`config.mk`:
```
export PLATFORM = sky130hd
export DESIGN_NAME = sd_cmd_xcvr
export DESIGN_NICKNAME = d
export VERILOG_FILES = /design/src/rtl/sd_cmd_pkg.sv /design/src/rtl/sd_clk_gen.sv /design/src/rtl/sd_cmd_tx.sv /design/src/rtl/sd_cmd_rx.sv /design/src/rtl/sd_cmd_ctrl.sv /design/src/rtl/sd_cmd_xcvr.sv
export SDC_FILE = /design/constraint.sdc
export NUM_CORES = 1
export LEC_CHECK = 0
export ABC_CLOCK_PERIOD_IN_PS = 2450
export BUFFER_PORTS_ARGS = -buffer_cell sky130_fd_sc_hd__buf_2
export CAP_MARGIN = 20
export CORE_MARGIN = 4
export CORE_UTILIZATION = 25
export DETAILED_ROUTE_END_ITERATION = 8
export SETUP_SLACK_MARGIN = 0.3
export SYNTH_ARGS = -nofsm -noshare
export SYNTH_HDL_FRONTEND = slang
export SYNTH_SLANG_ARGS = --single-unit
```
`constraint.sdc`:
```
create_clock -name clk -period 2.45 [get_ports clk]
set_input_delay 0.49 -clock clk [delete_from_list [all_inputs] [get_ports clk]]
set_output_delay 0.49 -clock clk [all_outputs]
set_load 0.01 [all_outputs]
```
`src/rtl/sd_cmd_pkg.sv`:
```
// Shared types for the SD command-line transceiver.
// Assumes: one exchange at a time, sequenced by sd_cmd_ctrl.
package sd_cmd_pkg;

    typedef enum logic [3:0] {
        ST_IDLE,
        ST_PRE,
        ST_WAIT_HI,
        ST_GAP,
        ST_TX,
        ST_TURN,
        ST_WAIT_LO,
        ST_RX,
        ST_TAIL
    } cmd_state_t;

    localparam logic [1:0] RES_OK    = 2'd0;
    localparam logic [1:0] RES_BUSY  = 2'd1;
    localparam logic [1:0] RES_NORSP = 2'd2;

endpackage

```
`src/rtl/sd_clk_gen.sv`:
```
// SD clock divider. Toggles sd_clk every div+1 system clocks while enabled.
// Flags the system cycle in which the clock will rise or fall at the next edge.
// Assumes: div is stable while en is high. Clock forced low when disabled.
module sd_clk_gen #(
    parameter int DIV_W = 8
) (
    input  logic             clk,
    input  logic             rst_n,
    input  logic             en,
    input  logic [DIV_W-1:0] div,
    output logic             sd_clk,
    output logic             rise_ev,
    output logic             fall_ev
);

    logic [DIV_W-1:0] cnt;
    logic             tc;

    // Terminal count of the half-period
    assign tc      = (cnt == div);
    assign rise_ev = en && tc && !sd_clk;
    assign fall_ev = en && tc && sd_clk;

    // Half-period counter and clock toggle
    always_ff @(posedge clk) begin
        if (!rst_n) begin
            cnt    <= '0;
            sd_clk <= 1'b0;
        end else if (!en) begin
            cnt    <= '0;
            sd_clk <= 1'b0;
        end else if (tc) begin
            cnt    <= '0;
            sd_clk <= ~sd_clk;
        end else begin
            cnt    <= cnt + 1'b1;
        end
    end

endmodule

```
`src/rtl/sd_cmd_tx.sv`:
```
// Command serializer. On each falling SD clock event it drives the next bit,
// MSB first, taking a new byte from cmd_byte (selected by cmd_idx) every 8 bits.
// Releases the line (oe low, value 1) on any falling event outside transmit.
// Assumes: cmd_byte is valid one system cycle after cmd_idx changes.
module sd_cmd_tx #(
    parameter int LEN_W = 5
) (
    input  logic             clk,
    input  logic             rst_n,
    input  logic             clr,
    input  logic             tx_en,
    input  logic             fall_ev,
    input  logic [7:0]       cmd_byte,
    input  logic [LEN_W-1:0] cmd_len,
    output logic [LEN_W-1:0] cmd_idx,
    output logic             cmd_o,
    output logic             cmd_oe,
    output logic             tx_last
);

    logic [6:0]       sh;
    logic [2:0]       bitpos;
    logic [LEN_W-1:0] bidx;

    // All bytes sent once the index runs past the count on a byte boundary
    assign tx_last = (bitpos == 3'd0) && (bidx == cmd_len);
    assign cmd_idx = bidx;

    // Bit shifter and line driver, updated on falling SD edges
    always_ff @(posedge clk) begin
        if (!rst_n) begin
            sh     <= '0;
            bitpos <= '0;
            bidx   <= '0;
            cmd_o  <= 1'b1;
            cmd_oe <= 1'b0;
        end else if (clr) begin
            bitpos <= '0;
            bidx   <= '0;
            cmd_o  <= 1'b1;
            cmd_oe <= 1'b0;
        end else if (fall_ev) begin
            if (tx_en) begin
                cmd_oe <= 1'b1;
                if (bitpos == 3'd0) begin
                    cmd_o <= cmd_byte[7];
                    sh    <= cmd_byte[6:0];
                end else begin
                    cmd_o <= sh[6];
                    sh    <= {sh[5:0], 1'b0};
                end
                bitpos <= bitpos + 1'b1;
                if (bitpos == 3'd7) begin
                    bidx <= bidx + 1'b1;
                end
            end else begin
                cmd_oe <= 1'b0;
                cmd_o  <= 1'b1;
            end
        end
    end

endmodule

```
`src/rtl/sd_cmd_rx.sv`:
```
// Response deserializer. Seeded by the start bit as bit 7 of the first byte,
// then shifts one bit per rising SD edge, MSB first, and strobes each byte.
// Assumes: rx_start and rx_en are never high together.
module sd_cmd_rx (
    input  logic       clk,
    input  logic       rst_n,
    input  logic       rise_ev,
    input  logic       rx_start,
    input  logic       rx_en,
    input  logic       cmd_i,
    output logic [7:0] rsp_byte,
    output logic       rsp_valid,
    output logic       byte_end
);

    logic [6:0] sh;
    logic [2:0] cnt;

    // Eighth bit of a byte arrives on this rising edge
    assign byte_end = rx_en && rise_ev && (cnt == 3'd7);

    // Bit assembly and byte strobe
    always_ff @(posedge clk) begin
        if (!rst_n) begin
            sh        <= '0;
            cnt       <= '0;
            rsp_byte  <= '0;
            rsp_valid <= 1'b0;
        end else begin
            rsp_valid <= 1'b0;
            if (rx_start) begin
                sh  <= {6'b0, cmd_i};
                cnt <= 3'd1;
            end else if (rx_en && rise_ev) begin
                sh  <= {sh[5:0], cmd_i};
                cnt <= cnt + 1'b1;
                if (cnt == 3'd7) begin
                    rsp_byte  <= {sh, cmd_i};
                    rsp_valid <= 1'b1;
                end
            end
        end
    end

endmodule

```
`src/rtl/sd_cmd_ctrl.sv`:
```
// Exchange sequencer: preamble, wait for line high, gap, transmit, turnaround,
// wait for start bit, receive, tail. Counts rising SD edges and reports the outcome.
// Assumes: start is honoured only in idle; lengths are latched at start.
module sd_cmd_ctrl
    import sd_cmd_pkg::*;
#(
    parameter int LEN_W    = 5,
    parameter int TIMEOUT  = 1024,
    parameter int PRE_CLKS = 8
) (
    input  logic             clk,
    input  logic             rst_n,
    input  logic             start,
    input  logic [LEN_W-1:0] cmd_len,
    input  logic [LEN_W-1:0] rsp_len,
    input  logic             rise_ev,
    input  logic             cmd_i,
    input  logic             tx_last,
    input  logic             byte_end,
    output cmd_state_t       state,
    output logic [LEN_W-1:0] cmd_len_q,
    output logic             clk_en,
    output logic             tx_clr,
    output logic             tx_en,
    output logic             rx_start,
    output logic             rx_en,
    output logic             done,
    output logic [1:0]       result
);

    localparam int CNT_W = (TIMEOUT > PRE_CLKS) ? $clog2(TIMEOUT) : $clog2(PRE_CLKS);
    localparam logic [CNT_W-1:0] TO_LAST  = CNT_W'(TIMEOUT - 1);
    localparam logic [CNT_W-1:0] PRE_LAST = CNT_W'(PRE_CLKS - 1);
    localparam logic [CNT_W-1:0] TWO_LAST = CNT_W'(1);

    logic [CNT_W-1:0] cnt;
    logic [LEN_W-1:0] bcnt;
    logic [LEN_W-1:0] rlen_q;

    // Control strobes decoded from the state
    assign clk_en   = (state != ST_IDLE);
    assign tx_clr   = (state == ST_IDLE) && start;
    assign tx_en    = (state == ST_TX);
    assign rx_en    = (state == ST_RX);
    assign rx_start = (state == ST_WAIT_LO) && rise_ev && !cmd_i;

    // Sequencer with shared edge counter and outcome register
    always_ff @(posedge clk) begin
        if (!rst_n) begin
            state     <= ST_IDLE;
            cnt       <= '0;
            bcnt      <= '0;
            rlen_q    <= '0;
            cmd_len_q <= '0;
            done      <= 1'b0;
            result    <= RES_OK;
        end else begin
            done <= 1'b0;
            unique case (state)
                ST_IDLE: begin
                    if (start) begin
                        cmd_len_q <= cmd_len;
                        rlen_q    <= rsp_len;
                        cnt       <= '0;
                        state     <= ST_PRE;
                    end
                end
                ST_PRE: begin
                    if (rise_ev) begin
                        if (cnt == PRE_LAST) begin
                            cnt   <= '0;
                            state <= ST_WAIT_HI;
                        end else begin
                            cnt <= cnt + 1'b1;
                        end
                    end
                end
                ST_WAIT_HI: begin
                    if (rise_ev) begin
                        if (cmd_i) begin
                            state <= ST_GAP;
                        end else if (cnt == TO_LAST) begin
                            state  <= ST_IDLE;
                            done   <= 1'b1;
                            result <= RES_BUSY;
                        end else begin
                            cnt <= cnt + 1'b1;
                        end
                    end
                end
                ST_GAP: begin
                    if (rise_ev) begin
                        state <= ST_TX;
                    end
                end
                ST_TX: begin
                    if (rise_ev && tx_last) begin
                        cnt   <= '0;
                        state <= ST_TURN;
                    end
                end
                ST_TURN: begin
                    if (rise_ev) begin
                        if (cnt == TWO_LAST) begin
                            cnt <= '0;
                            if (rlen_q == '0) begin
                                state  <= ST_IDLE;
                                done   <= 1'b1;
                                result <= RES_OK;
                            end else begin
                                state <= ST_WAIT_LO;
                            end
                        end else begin
                            cnt <= cnt + 1'b1;
                        end
                    end
                end
                ST_WAIT_LO: begin
                    if (rise_ev) begin
                        if (!cmd_i) begin
                            bcnt  <= '0;
                            state <= ST_RX;
                        end else if (cnt == TO_LAST) begin
                            state  <= ST_IDLE;
                            done   <= 1'b1;
                            result <= RES_NORSP;
                        end else begin
                            cnt <= cnt + 1'b1;
                        end
                    end
                end
                ST_RX: begin
                    if (byte_end) begin
                        if (bcnt == rlen_q - 1'b1) begin
                            cnt   <= '0;
                            state <= ST_TAIL;
                        end else begin
                            bcnt <= bcnt + 1'b1;
                        end
                    end
                end
                ST_TAIL: begin
                    if (rise_ev) begin
                        if (cnt == TWO_LAST) begin
                            state  <= ST_IDLE;
                            done   <= 1'b1;
                            result <= RES_OK;
                        end else begin
                            cnt <= cnt + 1'b1;
                        end
                    end
                end
                default: state <= ST_IDLE;
            endcase
        end
    end

endmodule

```
`src/rtl/sd_cmd_xcvr.sv`:
```
// Top of the SD command-line transceiver: wires divider, sequencer,
// serializer and deserializer. Line is driven on falling and sampled on
// rising SD edges. Assumes clk_div, lengths and buffer stable during an exchange.
module sd_cmd_xcvr
    import sd_cmd_pkg::*;
#(
    parameter int DIV_W    = 8,
    parameter int LEN_W    = 5,
    parameter int TIMEOUT  = 1024,
    parameter int PRE_CLKS = 8
) (
    input  logic             clk,
    input  logic             rst_n,
    input  logic             start,
    input  logic [LEN_W-1:0] cmd_len,
    input  logic [LEN_W-1:0] rsp_len,
    input  logic [DIV_W-1:0] clk_div,
    input  logic [7:0]       cmd_byte,
    output logic [LEN_W-1:0] cmd_idx,
    output logic [7:0]       rsp_byte,
    output logic             rsp_valid,
    output logic             done,
    output logic [1:0]       result,
    output logic             sd_clk,
    output logic             cmd_o,
    output logic             cmd_oe,
    input  logic             cmd_i
);

    cmd_state_t       state;
    logic [LEN_W-1:0] cmd_len_q;
    logic             clk_en, rise_ev, fall_ev;
    logic             tx_clr, tx_en, tx_last;
    logic             rx_start, rx_en, byte_end;

    // SD clock source
    sd_clk_gen #(.DIV_W(DIV_W)) u_clk (
        .clk     (clk),
        .rst_n   (rst_n),
        .en      (clk_en),
        .div     (clk_div),
        .sd_clk  (sd_clk),
        .rise_ev (rise_ev),
        .fall_ev (fall_ev)
    );

    // Exchange sequencer
    sd_cmd_ctrl #(
        .LEN_W    (LEN_W),
        .TIMEOUT  (TIMEOUT),
        .PRE_CLKS (PRE_CLKS)
    ) u_ctrl (
        .clk       (clk),
        .rst_n     (rst_n),
        .start     (start),
        .cmd_len   (cmd_len),
        .rsp_len   (rsp_len),
        .rise_ev   (rise_ev),
        .cmd_i     (cmd_i),
        .tx_last   (tx_last),
        .byte_end  (byte_end),
        .state     (state),
        .cmd_len_q (cmd_len_q),
        .clk_en    (clk_en),
        .tx_clr    (tx_clr),
        .tx_en     (tx_en),
        .rx_start  (rx_start),
        .rx_en     (rx_en),
        .done      (done),
        .result    (result)
    );

    // Command serializer
    sd_cmd_tx #(.LEN_W(LEN_W)) u_tx (
        .clk      (clk),
        .rst_n    (rst_n),
        .clr      (tx_clr),
        .tx_en    (tx_en),
        .fall_ev  (fall_ev),
        .cmd_byte (cmd_byte),
        .cmd_len  (cmd_len_q),
        .cmd_idx  (cmd_idx),
        .cmd_o    (cmd_o),
        .cmd_oe   (cmd_oe),
        .tx_last  (tx_last)
    );

    // Response deserializer
    sd_cmd_rx u_rx (
        .clk       (clk),
        .rst_n     (rst_n),
        .rise_ev   (rise_ev),
        .rx_start  (rx_start),
        .rx_en     (rx_en),
        .cmd_i     (cmd_i),
        .rsp_byte  (rsp_byte),
        .rsp_valid (rsp_valid),
        .byte_end  (byte_end)
    );

endmodule

```
# == Word-level counts from Yosys, hierarchy flattened ==
# Index checks and enable logic that the tools add are counted.
# word_totals
wordCells,175
reg_bits,77
output_inout_bits,20
input_bits,30
# classes
n_eq_ne,37
mux,71
n_reduce_logical,34
n_bitwise,6
add_sub_neg,7
# op_table
operator,n
two-way mux 10 bit,15
case mux 10 bit (8 select lines),1
two-way mux 4 bit,16
case mux 4 bit (9 select lines),1
AND reduction 13 bit,2
!= test 2 x 1 -> 1 bit (second input constant),12
two-way mux 2 bit,11
two-way mux 5 bit,4
two-way mux 1 bit,18
!= test 2 bit (second input constant),9
== test 4 x 3 -> 1 bit (second input constant),4
AND reduction 12 bit,1
adder 10 x 1 -> 10 bit (second input constant),1
adder 5 x 1 -> 5 bit (second input constant),2
== test 10 x 1 -> 1 bit (second input constant),1
== test 10 bit (second input constant),1
== test 10 x 3 -> 1 bit (second input constant),1
== test 5 bit,2
logical AND 1 bit,10
case mux 5 bit (2 select lines),1
AND reduction 3 bit,3
adder 8 x 1 -> 8 bit (second input constant),1
== test 4 x 2 -> 1 bit (second input constant),2
== test 8 bit,1
21 further kinds,35

# == Depth between registers and ports, before layout ==
# logic_depth
word_depth,7
ltp_mapped,9
depth_no_buf,8

# == Hierarchy ==
# Synthesis repeated with hierarchy kept, for this count alone.
# unflattened
cells_unflattened,490
area_unflattened_um2,4299.1
# by_module_without_submodules
module,cells_each,n_inst,seq_area_each_um2,area_each_um2
sd_cmd_ctrl,265,1,640.6,2170.8
sd_cmd_rx,86,1,380.4,837.1
sd_cmd_tx,90,1,340.3,822.0
sd_clk_gen,49,1,180.2,469.2

# == Worst setup path after synthesis ==
# No wires, ideal clock.
# synth_path
path_kind,reg-to-reg
start,register u_tx.bitpos[0]
end,register u_ctrl.cnt[5]
synth_period_minus_slack_ns,2.162
stages_incl_launch_ff,10
t_arrival_ns,2.027
setup_slack_ns,0.288
n_path_buf,1
t_required_ns,2.315
setup_ns,0.135
path_cell_list,dfxtp_1 > inv_1 > ha_1 > nor2b_1 > clkbuf_1 > nand3_1 > o21ai_0 > o221ai_1 > o311ai_0 > o41ai_1
# synth_between
elab_chain_cells,5
# synth_lines
item,line_no,source
start: declaration,sd_cmd_tx.sv:22,logic [2:0] bitpos;
start signal: assignment,sd_cmd_tx.sv:52,bitpos <= bitpos + 1'b1;
zero test 3 bit,sd_cmd_tx.sv:26,assign tx_last = (bitpos == 3'd0) && (bidx == cmd_len);
logical AND 1 bit,sd_cmd_tx.sv:26,
logical AND 1 bit,sd_cmd_ctrl.sv:97,if (rise_ev && tx_last) begin
!= test 2 x 1 -> 1 bit (no source line),-,
AND reduction 13 bit (no source line),-,
end signal: assignment,sd_cmd_ctrl.sv:87,cnt <= cnt + 1'b1;
end signal: assignment,sd_cmd_ctrl.sv:114,cnt <= cnt + 1'b1;
end signal: assignment,sd_cmd_ctrl.sv:128,cnt <= cnt + 1'b1;
end: declaration,sd_cmd_ctrl.sv:36,logic [CNT_W-1:0] cnt;
# No other way between the ends.
# A chain may end at the register's enable or synchronous reset.

# == Final worst setup path ==
# layout_path
start,register u_ctrl.cnt[6]
end,register u_ctrl.result[1]
# layout_between
elab_chain_cells,3
elab_cells_between_ends,7
cone_classes,eq/ne: 6; reduce/logical: 1
# layout_lines
item,line_no,source
start signal: assignment,sd_cmd_ctrl.sv:74,cnt <= cnt + 1'b1;
start signal: assignment,sd_cmd_ctrl.sv:87,
start signal: assignment,sd_cmd_ctrl.sv:114,
== test 10 bit / == test 10 x 1 -> 1 bit (equally long branches),-,
!= test 2 bit (no source line) / != test 2 x 1 -> 1 bit (equally long branches),-,
AND reduction 12 bit (no source line) (*),-,
end signal: assignment,sd_cmd_ctrl.sv:85,result <= RES_BUSY;
end signal: assignment,sd_cmd_ctrl.sv:126,result <= RES_NORSP;
end signal: assignment,sd_cmd_ctrl.sv:147,result <= RES_OK;
end: declaration,sd_cmd_ctrl.sv:28,output logic [1:0] result
# Every way passes the cells marked *; elsewhere a longest branch is shown, timed or not.

==> results by group <==
Timing
  • Final setup viols: 0
  • RSZ-0062 raised after global routing: true
  • Final hold vios: 0
  • Tcrit/Tclk final: about nine tenths
  • Final Max Tran Viols: 0
  • Min setup slack post-route: 0.223 ns
  • Measured slew at the worst slew-check pin: about 0.56 ns
  • Hold_ws: ~0.39 ns
  • Fmax: 0.449 GHz
  • Relative slew slack: between 60% and 70%
  • Final critical-path required period: ~2.2 ns
  • Post-route setup TNS: 0 ns
  • Clock Skews: ~0.0086 ns

Floorplan
  • Initial core utilization: 25.5%
  • Die ar.: 18300 um^2
  • DIE WIDTH: between 100 and 150 um
  • Cell Rows: 46
  • Core ar.: between 15000 and 20000 um^2
  • Top Ports: 50
  • Chip height: 135 um

Logic synthesis
  • Synth area leader: dfxtp_1
  • Yosys top cell area share: approximately two fifths
  • Mapped cell area: approximately 4100 um^2
  • Post-Syn Area per Cell: 8.07 um^2
  • Seq/Total Area, Yosys: between 30% and 40%
  • Synth area leaders: dfxtp_1, nand2_1, a21oi_1
  • Syn nets: between 500 and 600
  • Yosys cell types: 54
  • Ys async rst share: 0%
  • Cells after Synth: 502
  • YS warnings: 0
  • Ys flop type: dfxtp_1
  • Post-synth EDFFs: 0
  • Seq cells post-synth: between 70 and 80

Detailed routing
  • Post-route DRC: 0
  • Drt pass-1 iters: 5
  • WL final: between 10 and 15 mm
  • Drt via density: around 4.6
  • Via count: ~3700
  • WL/cell: between 10 and 15 um
  • 1st-iter DRT viols: 154
  • Number of routed nets with antenna violations: 0

Power
  • Net Sw Frac: between 20% and 30%
  • Sw Pwr: 826 uW
  • Combinational fraction of design power: between 10% and 20%
  • Internal Pwr Total: 2340 uW
  • Seq pwr share: 41.3%
  • P per Cell Area: 587 nW/um^2
  • Clk pwr share: 43.5%
  • Cell leakage power: slightly above 0.002 uW
  • Worst vdd ir: about 380 uV

Outcome
  • Status: finished, final reports clean

Place
  • Post-DP HPWL: 7.71 mm
  • Placed Instance Area: roughly 4800 um^2
  • GPL Wtd Cong: around 0.81
  • # port buffers: 49
  • Pre-CTS setup slack: about 0.12 ns

Finish
  • Filler Cells Inserted: 1670
  • Layout net count: 627
  • Layout cells sized above 1: 28.1%
  • Antenna Cells: 0
  • Register Area: 1560 um^2
  • Multi-input gate area: between 2000 and 3000 um^2
  • Highest-count cells in the layout ignoring fill and taps: nand2_1, dfxtp_1, buf_2, a21oi_1, nor2_1
  • Design Area, Final: roughly 5400 um^2
  • Most common cell after layout, fill and taps aside: nand2_1
  • Area growth from synthesis to layout: 33.2%

Worst setup path
  • Reg2reg path depth: 6
  • Kind of critical path: register to register
  • R2R setup slack: about 0.22 ns
  • Worst r2r src: u_ctrl.cnt[6]$_SDFFE_PN0P_
  • Critical Path RT: between 2 and 3 ns
  • Reg-to-reg endpoint: u_ctrl.result[1]$_SDFFE_PN0P_
  • Crit path DAT: around 2.5 ns
  • CP Capture Type: register
  • Worst setup SP type: register
  • Crit-path max FO: 3

Global routing
  • First-pass GRT wire length: 17.3 mm
  • Congestion Overflow GR: 0
  • Gr usage total: a little under an eighth
  • Largest net degree at the start of global routing: 21
  • Vias in the first global route: 3491
  • Initial antenna violation count: 1

Clocking
  • # clock sinks: between 70 and 80
  • Worst-Skew Late Latency: approximately 0.34 ns
  • Root buf cell: clkbuf_16
  • CTS Hold Bufs: 0
  • CTS tree: yes
  • Total CTS buffers: 9
  • Clk slew on worst S/H paths: roughly 0.060 ns
  • H-Tree Depth: 3
  • Clock buffer depth: 2

Worst hold path
  • WHS Endpoint: u_ctrl.cmd_len_q[2]$_SDFFE_PN0P_
  • Worst Hold Depth: 3
  • Hold_sp: cmd_len[2]
  • Hold Crit Class: input pin to register

Job
  • Max cap viols: 0
[kinds of logic after synthesis]
group | count (synthesis) | synth area share, %
simple gates | 224 | 27.2
compound gates | 108 | 17.4
flops | 77 | 38.0
buf+inv | 38 | 3.77
xor+xnor | 33 | 7.50
mux | 11 | 2.72
fa+ha+maj | 11 | 3.40
[stage by stage]
step           util, %  power, uW  instances
2_1_floorplan        -       1570        502
3_3_place_gp      30.0       1710        780
3_5_place_dp      30.0       1710        780
4_1_cts           32.5       3130        799
5_1_grt           34.0       3310        807
6_report          34.0       3170        807
[cells in the mapped netlist, drive strengths merged (2+ instances only)]
master / number
a211o: 2
a211oi: 9
a21oi: 46
a31oi: 3
and2: 4
and3: 3
buf: 8
clkbuf: 17
dfxtp: 77
ha: 11
inv: 13
mux2i: 11
nand2: 85
nand2b: 10
nand3: 28
nand3b: 5
nand4: 7
nor2: 43
nor2b: 7
nor3: 6
nor3b: 2
nor4: 5
o211ai: 4
o21a: 4
o21ai: 15
o221ai: 5
o22ai: 3
o311ai: 3
o31ai: 4
o41ai: 2
or2: 3
or3: 7
or4: 5
xnor2: 21
xor2: 11
[metal layers]
metal	global-route usage [%]	vias up	part of all wire, %
li1	-	1939	-
met1	16.1	1702	50
met2	17.9	65	44
met3	3.38	14	4.3
met4	3.36	2	1.2
met5	0	-	0.057
[state kept, by name, indices dropped and copies added, names as in the netlist]
register and count:
u_ctrl.done 1, u_rx.cnt 3, u_tx.cmd_o 1, u_rx.sh 7, u_ctrl.state 4, u_tx.sh 7
u_rx.rsp_byte 8, u_ctrl.result 2, u_ctrl.bcnt 5, u_ctrl.rlen_q 5, u_tx.cmd_oe 1, u_tx.bitpos 3
u_rx.rsp_valid 1, u_clk.cnt 8, u_ctrl.cmd_len_q 5, u_tx.cmd_idx 5, u_ctrl.cnt 10, u_clk.sd_clk 1
[power groups by stage]
| stage | Combinational [uW] | Sequential [uW] | Clock (uW) |
|---|---|---|---|
| 4_1_cts | 411 | 1310 | 1420 |
| 3_3_place_gp | 374 | 1330 | 0 |
| 5_1_grt | 524 | 1310 | 1470 |
| 6_report | 481 | 1310 | 1380 |
| 3_5_place_dp | 374 | 1330 | 0 |
| 2_1_floorplan | 254 | 1320 | 0 |
[worst max path at each step]
stage	endpoint	slack, ns	depth (start not counted)	from
2_1_floorplan	u_ctrl.cnt[5]$_SDFFE_PN0P_	0.30	7	clk_div[6]
3_3_place_gp	u_ctrl.cnt[5]$_SDFFE_PN0P_	0.18	7	clk_div[6]
3_5_place_dp	u_ctrl.cnt[5]$_SDFFE_PN0P_	0.12	7	clk_div[1]
4_1_cts	u_ctrl.result[1]$_SDFFE_PN0P_	0.26	6	u_ctrl.cnt[6]$_SDFFE_PN0P_
5_1_grt	u_ctrl.result[1]$_SDFFE_PN0P_	0.16	6	u_ctrl.cnt[6]$_SDFFE_PN0P_
6_report	u_ctrl.result[1]$_SDFFE_PN0P_	0.22	6	u_ctrl.cnt[6]$_SDFFE_PN0P_
[cell type report]
type / count / area share, %
Multi-Input combinational cell: 387 / 47.3
Sequential cell: 77 / 28.8
Timing Repair Buffer: 98 / 12.2
Tap cell: 216 / 5.01
Clock buffer: 11 / 4.68
Clock inverter: 5 / 1.09
Inverter: 13 / 0.904
[critical path: stages, from the launching register on]
cell and delay, ns:
dfxtp_4 0.34, or4_4 0.57, nor4_4 0.34, o21a_1 0.18, o221ai_2 0.09, or4_4 0.49
a21oi_2 0.14
[timing repair]
action / CTS / global route
setup endpoints to repair: 21 / 39
pin swaps: 6 / 16
resized for setup: 21 / 48
buffers inserted: 3 / 8
(Power assumes the default switching activity.)
